--- config.mk ---
export PLATFORM = sky130hd
export DESIGN_NAME = cpl_irq_pacer
export DESIGN_NICKNAME = d
export VERILOG_FILES = /design/src/rtl/cpl_irq_pkg.sv /design/src/rtl/cpl_ptr_bank.sv /design/src/rtl/cpl_pend_bank.sv /design/src/rtl/cpl_pace_timer.sv /design/src/rtl/cpl_irq_pacer.sv
export SDC_FILE = /design/constraint.sdc
export NUM_CORES = 1
export LEC_CHECK = 0
export BUFFER_PORTS_ARGS = -buffer_cell sky130_fd_sc_hd__clkbuf_2
export CAP_MARGIN = 20
export CELL_PAD_IN_SITES_DETAIL_PLACEMENT = 1
export CELL_PAD_IN_SITES_GLOBAL_PLACEMENT = 1
export CORE_MARGIN = 2
export CORE_UTILIZATION = 31
export DETAILED_ROUTE_END_ITERATION = 16
export PLACE_DENSITY = 0.63
export SLEW_MARGIN = 0
export SYNTH_ARGS = -nofsm -noshare
export SYNTH_HDL_FRONTEND = slang
export SYNTH_SLANG_ARGS = --single-unit
--- constraint.sdc ---
create_clock -name clk -period 2.1 [get_ports clk]
set_input_delay 0.105 -clock clk [delete_from_list [all_inputs] [get_ports clk]]
set_output_delay 0.105 -clock clk [all_outputs]
set_load 0.005 [all_outputs]
--- src/rtl/cpl_irq_pkg.sv ---
package cpl_irq_pkg;
   typedef enum logic {
      SW_OP_ACK    = 1'b0,
      SW_OP_RELOAD = 1'b1
   } sw_op_e;

   function automatic int idx_width(input int n);
      return (n > 1) ? $clog2(n) : 1;
   endfunction
endpackage

--- src/rtl/cpl_ptr_bank.sv ---
module cpl_ptr_bank #(
   parameter int NUM_Q = 16,
   parameter int PTR_W = 32,
   parameter int QW    = 4
) (
   input  logic                   clk,
   input  logic                   rst_n,
   input  logic [NUM_Q-1:0]       hw_wr,
   input  logic [NUM_Q*PTR_W-1:0] hw_val,
   input  logic                   ack_en,
   input  logic [QW-1:0]          ack_q,
   input  logic [PTR_W-1:0]       ack_data,
   output logic [NUM_Q*PTR_W-1:0] ptr_flat,
   output logic [NUM_Q-1:0]       ack_hit
);
   // One pointer register and one comparator per queue
   for (genvar q = 0; q < NUM_Q; q++) begin : g_q
      logic [PTR_W-1:0] ptr_r;

      always_ff @(posedge clk) begin
         if (!rst_n)
            ptr_r <= '0;
         else if (hw_wr[q])
            ptr_r <= hw_val[q*PTR_W +: PTR_W];
      end

      assign ptr_flat[q*PTR_W +: PTR_W] = ptr_r;
      assign ack_hit[q] = ack_en && (ack_q == QW'(q)) && (ack_data == ptr_r);
   end
endmodule

--- src/rtl/cpl_pend_bank.sv ---
module cpl_pend_bank #(
   parameter int NUM_Q = 16
) (
   input  logic             clk,
   input  logic             rst_n,
   input  logic [NUM_Q-1:0] set_req,
   input  logic [NUM_Q-1:0] clr_req,
   output logic [NUM_Q-1:0] pend
);
   for (genvar q = 0; q < NUM_Q; q++) begin : g_bit
      always_ff @(posedge clk) begin
         if (!rst_n)
            pend[q] <= 1'b0;
         else if (set_req[q])
            pend[q] <= 1'b1;   // a fresh event outranks an acknowledge
         else if (clr_req[q])
            pend[q] <= 1'b0;
      end
   end
endmodule

--- src/rtl/cpl_pace_timer.sv ---
module cpl_pace_timer #(
   parameter int CNT_W    = 16,
   parameter int VAL_W    = 32,
   parameter int TICK_DIV = 4
) (
   input  logic             clk,
   input  logic             rst_n,
   input  logic             reload_en,
   input  logic [VAL_W-1:0] reload_val,
   output logic [CNT_W-1:0] count,
   output logic             expired
);
   logic             tick;
   logic [CNT_W-1:0] load_val;

   if (VAL_W > CNT_W) begin : g_sat
      always_comb
         load_val = (|reload_val[VAL_W-1:CNT_W]) ? '1 : reload_val[CNT_W-1:0];
   end else begin : g_direct
      always_comb load_val = reload_val;
   end

   if (TICK_DIV == 1) begin : g_noprescale
      assign tick = 1'b1;
   end else begin : g_prescale
      localparam int DW = $clog2(TICK_DIV);
      localparam logic [DW-1:0] DIV_LAST = DW'(TICK_DIV - 1);
      logic [DW-1:0] div_r;

      always_ff @(posedge clk) begin
         if (!rst_n)
            div_r <= '0;
         else if (reload_en || div_r == DIV_LAST)
            div_r <= '0;
         else
            div_r <= div_r + 1'b1;
      end

      assign tick = (div_r == DIV_LAST);
   end

   always_ff @(posedge clk) begin
      if (!rst_n)
         count <= '0;
      else if (reload_en)
         count <= load_val;
      else if (tick && count != '0)
         count <= count - 1'b1;
   end

   assign expired = (count == '0);
endmodule

--- src/rtl/cpl_irq_pacer.sv ---
module cpl_irq_pacer #(
   parameter int NUM_Q    = 16,
   parameter int PTR_W    = 32,
   parameter int CNT_W    = 16,
   parameter int TICK_DIV = 4,
   localparam int QW      = cpl_irq_pkg::idx_width(NUM_Q)
) (
   input  logic                   clk,
   input  logic                   rst_n,
   input  logic [NUM_Q-1:0]       hw_cp_wr,
   input  logic [NUM_Q*PTR_W-1:0] hw_cp_val,
   input  logic                   sw_wr_en,
   input  logic                   sw_wr_op,
   input  logic [QW-1:0]          sw_wr_q,
   input  logic [PTR_W-1:0]       sw_wr_data,
   output logic [NUM_Q-1:0]       status_o,
   output logic                   irq_o
);
   import cpl_irq_pkg::*;

   if (NUM_Q < 1 || NUM_Q > 16) begin : g_bad_nq
      $error("NUM_Q must lie in 1..16");
   end
   if (CNT_W < 1 || CNT_W > PTR_W) begin : g_bad_cw
      $error("CNT_W must lie in 1..PTR_W");
   end
   if (TICK_DIV < 1) begin : g_bad_div
      $error("TICK_DIV must be at least 1");
   end

   sw_op_e                 op;
   logic                   ack_en;
   logic                   reload_en;
   logic [NUM_Q-1:0]       ack_hit;
   logic [NUM_Q*PTR_W-1:0] ptr_flat;
   logic [CNT_W-1:0]       pace_cnt;
   logic                   pace_zero;

   assign op        = sw_op_e'(sw_wr_op);
   assign ack_en    = sw_wr_en && (op == SW_OP_ACK);
   assign reload_en = sw_wr_en && (op == SW_OP_RELOAD);

   cpl_ptr_bank #(.NUM_Q(NUM_Q), .PTR_W(PTR_W), .QW(QW)) u_ptr (
      .clk      (clk),
      .rst_n    (rst_n),
      .hw_wr    (hw_cp_wr),
      .hw_val   (hw_cp_val),
      .ack_en   (ack_en),
      .ack_q    (sw_wr_q),
      .ack_data (sw_wr_data),
      .ptr_flat (ptr_flat),
      .ack_hit  (ack_hit)
   );

   cpl_pend_bank #(.NUM_Q(NUM_Q)) u_pend (
      .clk     (clk),
      .rst_n   (rst_n),
      .set_req (hw_cp_wr),
      .clr_req (ack_hit),
      .pend    (status_o)
   );

   cpl_pace_timer #(.CNT_W(CNT_W), .VAL_W(PTR_W), .TICK_DIV(TICK_DIV)) u_pace (
      .clk        (clk),
      .rst_n      (rst_n),
      .reload_en  (reload_en),
      .reload_val (sw_wr_data),
      .count      (pace_cnt),
      .expired    (pace_zero)
   );

   assign irq_o = (|status_o) && pace_zero;
endmodule

**Word-level counts from Yosys, hierarchy flattened**

Cells that the tools add are included.
W data, S select, Z words.

- Register bits: 546
- Logic and storage cells: 165
- Output and inout bits: 17

- Muxes and demuxes: 35
- Equal/unequal tests: 32
- Bitwise gates (word level): 2
- $add $sub $neg: 2
- Reduce and logical (&&, ||, !) cells: 60

Operator list:

| kind | count |
|---|---|
| $eq A32 B32 Y1 | 16 |
| $mux W16 | 3 |
| $logic_and A1 B1 Y1 | 36 |
| $reduce_bool A2 Y1 | 17 |
| $eq A4 B4 Y1 const B | 8 |
| $mux W1 | 32 |
| $reduce_or A16 Y1 | 2 |
| $eq A4 B3 Y1 const B | 4 |
| $logic_not A16 Y1 | 1 |
| $reduce_bool A16 Y1 | 1 |
| $sub A16 B1 Y16 const B | 1 |
| $eq A4 B2 Y1 const B | 2 |
| $eq A4 B1 Y1 const B | 1 |
| $logic_not A4 Y1 | 1 |
| $add A2 B1 Y2 const B | 1 |
| $eq A2 B2 Y1 const B | 1 |
| $not A1 Y1 | 2 |
| $reduce_or A2 Y1 | 1 |
| $logic_or A1 B1 Y1 | 1 |

**Depth between registers and ports, before layout**

- Depth after elaboration: 6
- Gate-level depth with buffers: 8

**Hierarchy**

A second synthesis with hierarchy kept.

- Cells, all modules: 2620
- Area, all modules: 27087.2 um^2

By module, submodules not included:

| module | seq. area each (um^2) | area each (um^2) | cells an instance | times used |
|---|---|---|---|---|
| cpl_ptr_bank | 10249.8 | 25353.1 | 2435 | 1 |
| cpl_pace_timer | 360.3 | 1112.3 | 127 | 1 |
| cpl_pend_bank | 320.3 | 571.8 | 50 | 1 |
| cpl_irq_pacer | 0.0 | 50.0 | 8 | 1 |

**Least setup slack after synthesis**

Ideal clock, no wire load.

- Kind: register to register
- Start: register u_pace.count[6]
- End: register u_pace.count[14]
- Data required time: 1.968 ns
- Arrival: 1.897 ns
- Stages on the path, launching flop included: 7
- Setup slack: 0.071 ns
- Clock period less this slack: 2.029 ns
- Path through: dfxtp_1 or4_4 or3_1 buf_2 nor4_1 mux2i_1 a21oi_1

- Word-level cells in the longest chain between the ends: 3
- Elaborated cells on any way between the ends: 6
- Those cells by class: add/sub (1); mux (2); reduce/logical (3)

Ends and longest elaborated chain:

| item | RTL line | RTL |
|---|---|---|
| start, declared | cpl_pace_timer.sv:10 | `output logic [CNT_W-1:0] count,` |
| start signal, assigned | cpl_pace_timer.sv:46 | `count <= load_val;` |
| start signal, assigned | cpl_pace_timer.sv:48 | `count <= count - 1'b1;` |
| $sub A16 B1 Y16 / $reduce_bool A16 Y1 (equally long branches) | cpl_pace_timer.sv:48, cpl_pace_timer.sv:47 |  |
| $mux W16 / $logic_and A1 B1 Y1 (equally long branches) | cpl_pace_timer.sv:47 | `else if (tick && count != '0)` |
| $mux W16 / $reduce_bool A2 Y1 (equally long branches) | - |  |

Several ways; a longest one is shown, not always the timed one. The select of a mux whose other input is x is not followed.
A chain may end at the register's enable or synchronous reset.

**Final worst setup path**

- Start: register u_pace.count[5]
- End: output port irq_o

- Word-level cells in the longest chain between the ends: 2

Ends and longest elaborated chain:

| item | RTL line | RTL |
|---|---|---|
| $logic_not A16 Y1 | cpl_pace_timer.sv:51 | `assign expired = (count == '0);` |
| $logic_and A1 B1 Y1 | cpl_irq_pacer.sv:72 | `assign irq_o = (\|status_o) && pace_zero;` |
| end, declared | cpl_irq_pacer.sv:17 | `output logic irq_o` |

No other way between the ends.

==> results.json <==
{
  "status": "complete, no violations",
  "p_per_area_nw_per_um2": 732,
  "dp_hpwl_mm": 87.9,
  "hold_violations": 0,
  "floorplan.initialDensity": 0.314,
  "avgSynthCellArea_sq_um": 9.61,
  "multiInputGateArea_sq_um": 13800,
  "synth_top_area_frac": 0.430,
  "io-pin-count": 585,
  "async_reset_ff_frac": 0,
  "clk_pin_slew_ns": 0.06,
  "worst-slew-pin-transition_ns": 0.785,
  "ys_ff_latch": 546,
  "relSlewSlack": 0.477,
  "hold_path.class": "in -> reg",
  "die_w_um": 290,
  "grt_first_pass_wirelength_mm": 188,
  "clk_path_buf_depth": 3,
  "cts.sinks": 546,
  "crit_chain": "nor4_4, buf_4, nand4_1, a41oi_2, clkbuf_8",
  "cp_num_cells": 5,
  "slew_viol_final": 0,
  "die-height_um": 290,
  "cts_tree": "yes",
  "yosys.area.top_type": "dfxtp_1",
  "wl_per_cell_um": 26.7,
  "fp.dieArea_sq_um": 84300,
  "crit_type": "reg -> out",
  "ant_nets": 0,
  "post-route-drc-count": 0,
  "first_global_vias": 27555,
  "routabilityCongestion": 0.864,
  "synth_cells": 2643,
  "drive_above_1_share": 0.223,
  "port_buffers": 584,
  "cp_num_buf_inv": 2,
  "cts-root-buf": "clkbuf_16",
  "rsz0062_at_grt": "true",
  "cts_max_level": 2,
  "final_util": 0.470,
  "final_common_cell": "clkbuf_2",
  "n_fill_cell": 9071,
  "grt_overflow": 0,
  "drv_cap": 0,
  "slowest_delay_ns": 0.34,
  "cp-start-kind": "flip-flop",
  "yosysUniqueCellTypes": 57,
  "synth_area_leaders": "dfxtp_1 43%, mux2i_1 20%, xnor2_1 10%",
  "syn_area_sq_um": 25400,
  "core_area_sq_um": 80800,
  "ys_seq_area_frac": 0.430,
  "rows": 104,
  "rr_worst_depth": 6,
  "leakagePower_nw": 17.2,
  "drt_iter0_markers": 1451,
  "dr_total_vias": 24813,
  "critical_path_required_ns": 2.00,
  "cp_slowest_cell": "dfxtp_2",
  "antenna_found_initial": 24,
  "area_delta_synth_final_pct": 49.5,
  "regArea_sq_um": 10900,
  "viasPerCell": 5.06,
  "nets": 4348,
  "max_freq_ghz": 0.482,
  "setup_tns_ns": 0,
  "r2r_start": "u_pace.count[7]",
  "min_from": "rst_n",
  "endpoint_kind": "output pin",
  "arrival_ns": 1.97,
  "layout_common_cells": "583 x clkbuf_2, 540 x dfxtp_1, 532 x dlygate4sd3_1",
  "pre_cts_ws_ns": 0.0970,
  "drt-pass1-iter-count": 5,
  "critPathMaxFanout": 4,
  "synth_edf_count": 0,
  "grt_usage": 0.302,
  "ys.warnings.count": 0,
  "vdd_drop_max_mv": 0.682,
  "period_needed_ns": 2.08,
  "hold_depth": 3,
  "layout_setup_ws_ns": 0.0238,
  "syn_nets": 3213,
  "synth_flop_cell": "dfxtp_1",
  "fin_worst_skew_ns": 0.0116,
  "cp_top_family": "simple AND/OR/NAND/NOR gates",
  "setup_viol": 0,
  "clk-insertion-delay-late_ns": 0.63,
  "min_period_over_period": 0.989,
  "wl_mm": 131,
  "grt_max_degree": 93,
  "crit_start": "u_pace.count[5]",
  "cts_buffers": 61
}
-- flip-flops by register name (all words and copies together), names as in the netlist --
| name | flops |
|---|---|
| u_pend.pend | 16 |
| u_ptr.g_q.ptr_r | 512 |
| u_pace.count | 16 |
| u_pace.g_prescale.div_r | 2 |
-- power by group --
part	total [mW]	leakage, nW	switching (mW)	internal (mW)
Sequential	11.6	4.51	0.565	11.0
Combinational	5.29	11.7	2.68	2.62
Clock	10.9	0.976	4.65	6.26
Total	27.8	17.2	7.89	19.9
-- layout make-up --
| type | count | share of cell area |
|---|---|---|
| antenna | 21 | 0.00138 |
| tap | 1060 | 0.0349 |
| inverter | 13 | 0.00148 |
| sequential | 546 | 0.288 |
| clock buffer | 85 | 0.0463 |
| multi-input combinational | 1890 | 0.363 |
| timing repair buffer | 1266 | 0.259 |
| clock inverter | 20 | 0.00560 |
-- cell usage after synthesis (all sizes together), types with 4 or more instances --
library cell  count
nor3             36
o21ai            23
inv              13
nor2            524
nand2b            7
nor4             76
o221a             4
xor2            215
nor2b             5
nand4            76
and3              5
xnor2           290
dfxtp           546
clkbuf          173
nor4b             4
buf              21
a21oi            23
nand3            23
mux2i           513
a31oi             6
nand2            13
-- final timing paths --
path / to / slack, ns
setup / recovery: irq_o / 0.02
hold reg to reg: u_pace.g_prescale.div_r[0] / 0.43
hold / removal: u_pace.count[0] / 0.04
setup reg to reg: u_pace.count[13] / 0.07
-- kinds of logic after synthesis --
logic type                 share of synthesized area
muxes                                          0.202
adders and majority gates                   0.000985
buffers and inverters                         0.0306
DFF                                            0.430
xor gates and xnor gates                       0.174
and+or+nand+nor                                0.139
AOI/OAI and AO/OA                             0.0232
-- worst reg2reg max path, cell delays in order (launching register included) --
cell	delay, ns
dfxtp_2	0.35
or4_4	0.53
or3_1	0.35
buf_4	0.18
a2111oi_4	0.29
xnor2_1	0.16
a21oi_1	0.08
-- what timing repair did --
action	4_1_cts	5_1_grt
endpoints found under the setup margin	1	4
pin swaps	4	0
resized for setup	17	2
hold endpoints to repair	518	0
hold buffers	532	0
buffers inserted	6	0
-- routing by layer --
layer | part of all wire | wire length, um | GRT usage | vias to the layer above
met5 | 0.000099 | 13 | 0 | -
met4 | 0.071 | 9260 | 0.195 | 2
li1 | - | - | - | 11197
met1 | 0.40 | 52000 | 0.344 | 12261
met3 | 0.047 | 6100 | 0.0457 | 419
met2 | 0.49 | 63600 | 0.527 | 934
-- metrics by stage --
step	hold WS (ns)	cell area (sq um)	instances	power [mW]
after detailed placement	0.348	30500	4238	16.0
after global routing	0.0495	38000	4899	28.7
after global placement	0.341	30500	4238	15.9
final	0.0398	38000	4901	27.8
after floorplan	0.252	25400	2643	14.0
after CTS	0.00708	37900	4880	27.8
Note: power is estimated with default switching activity, not from simulation.
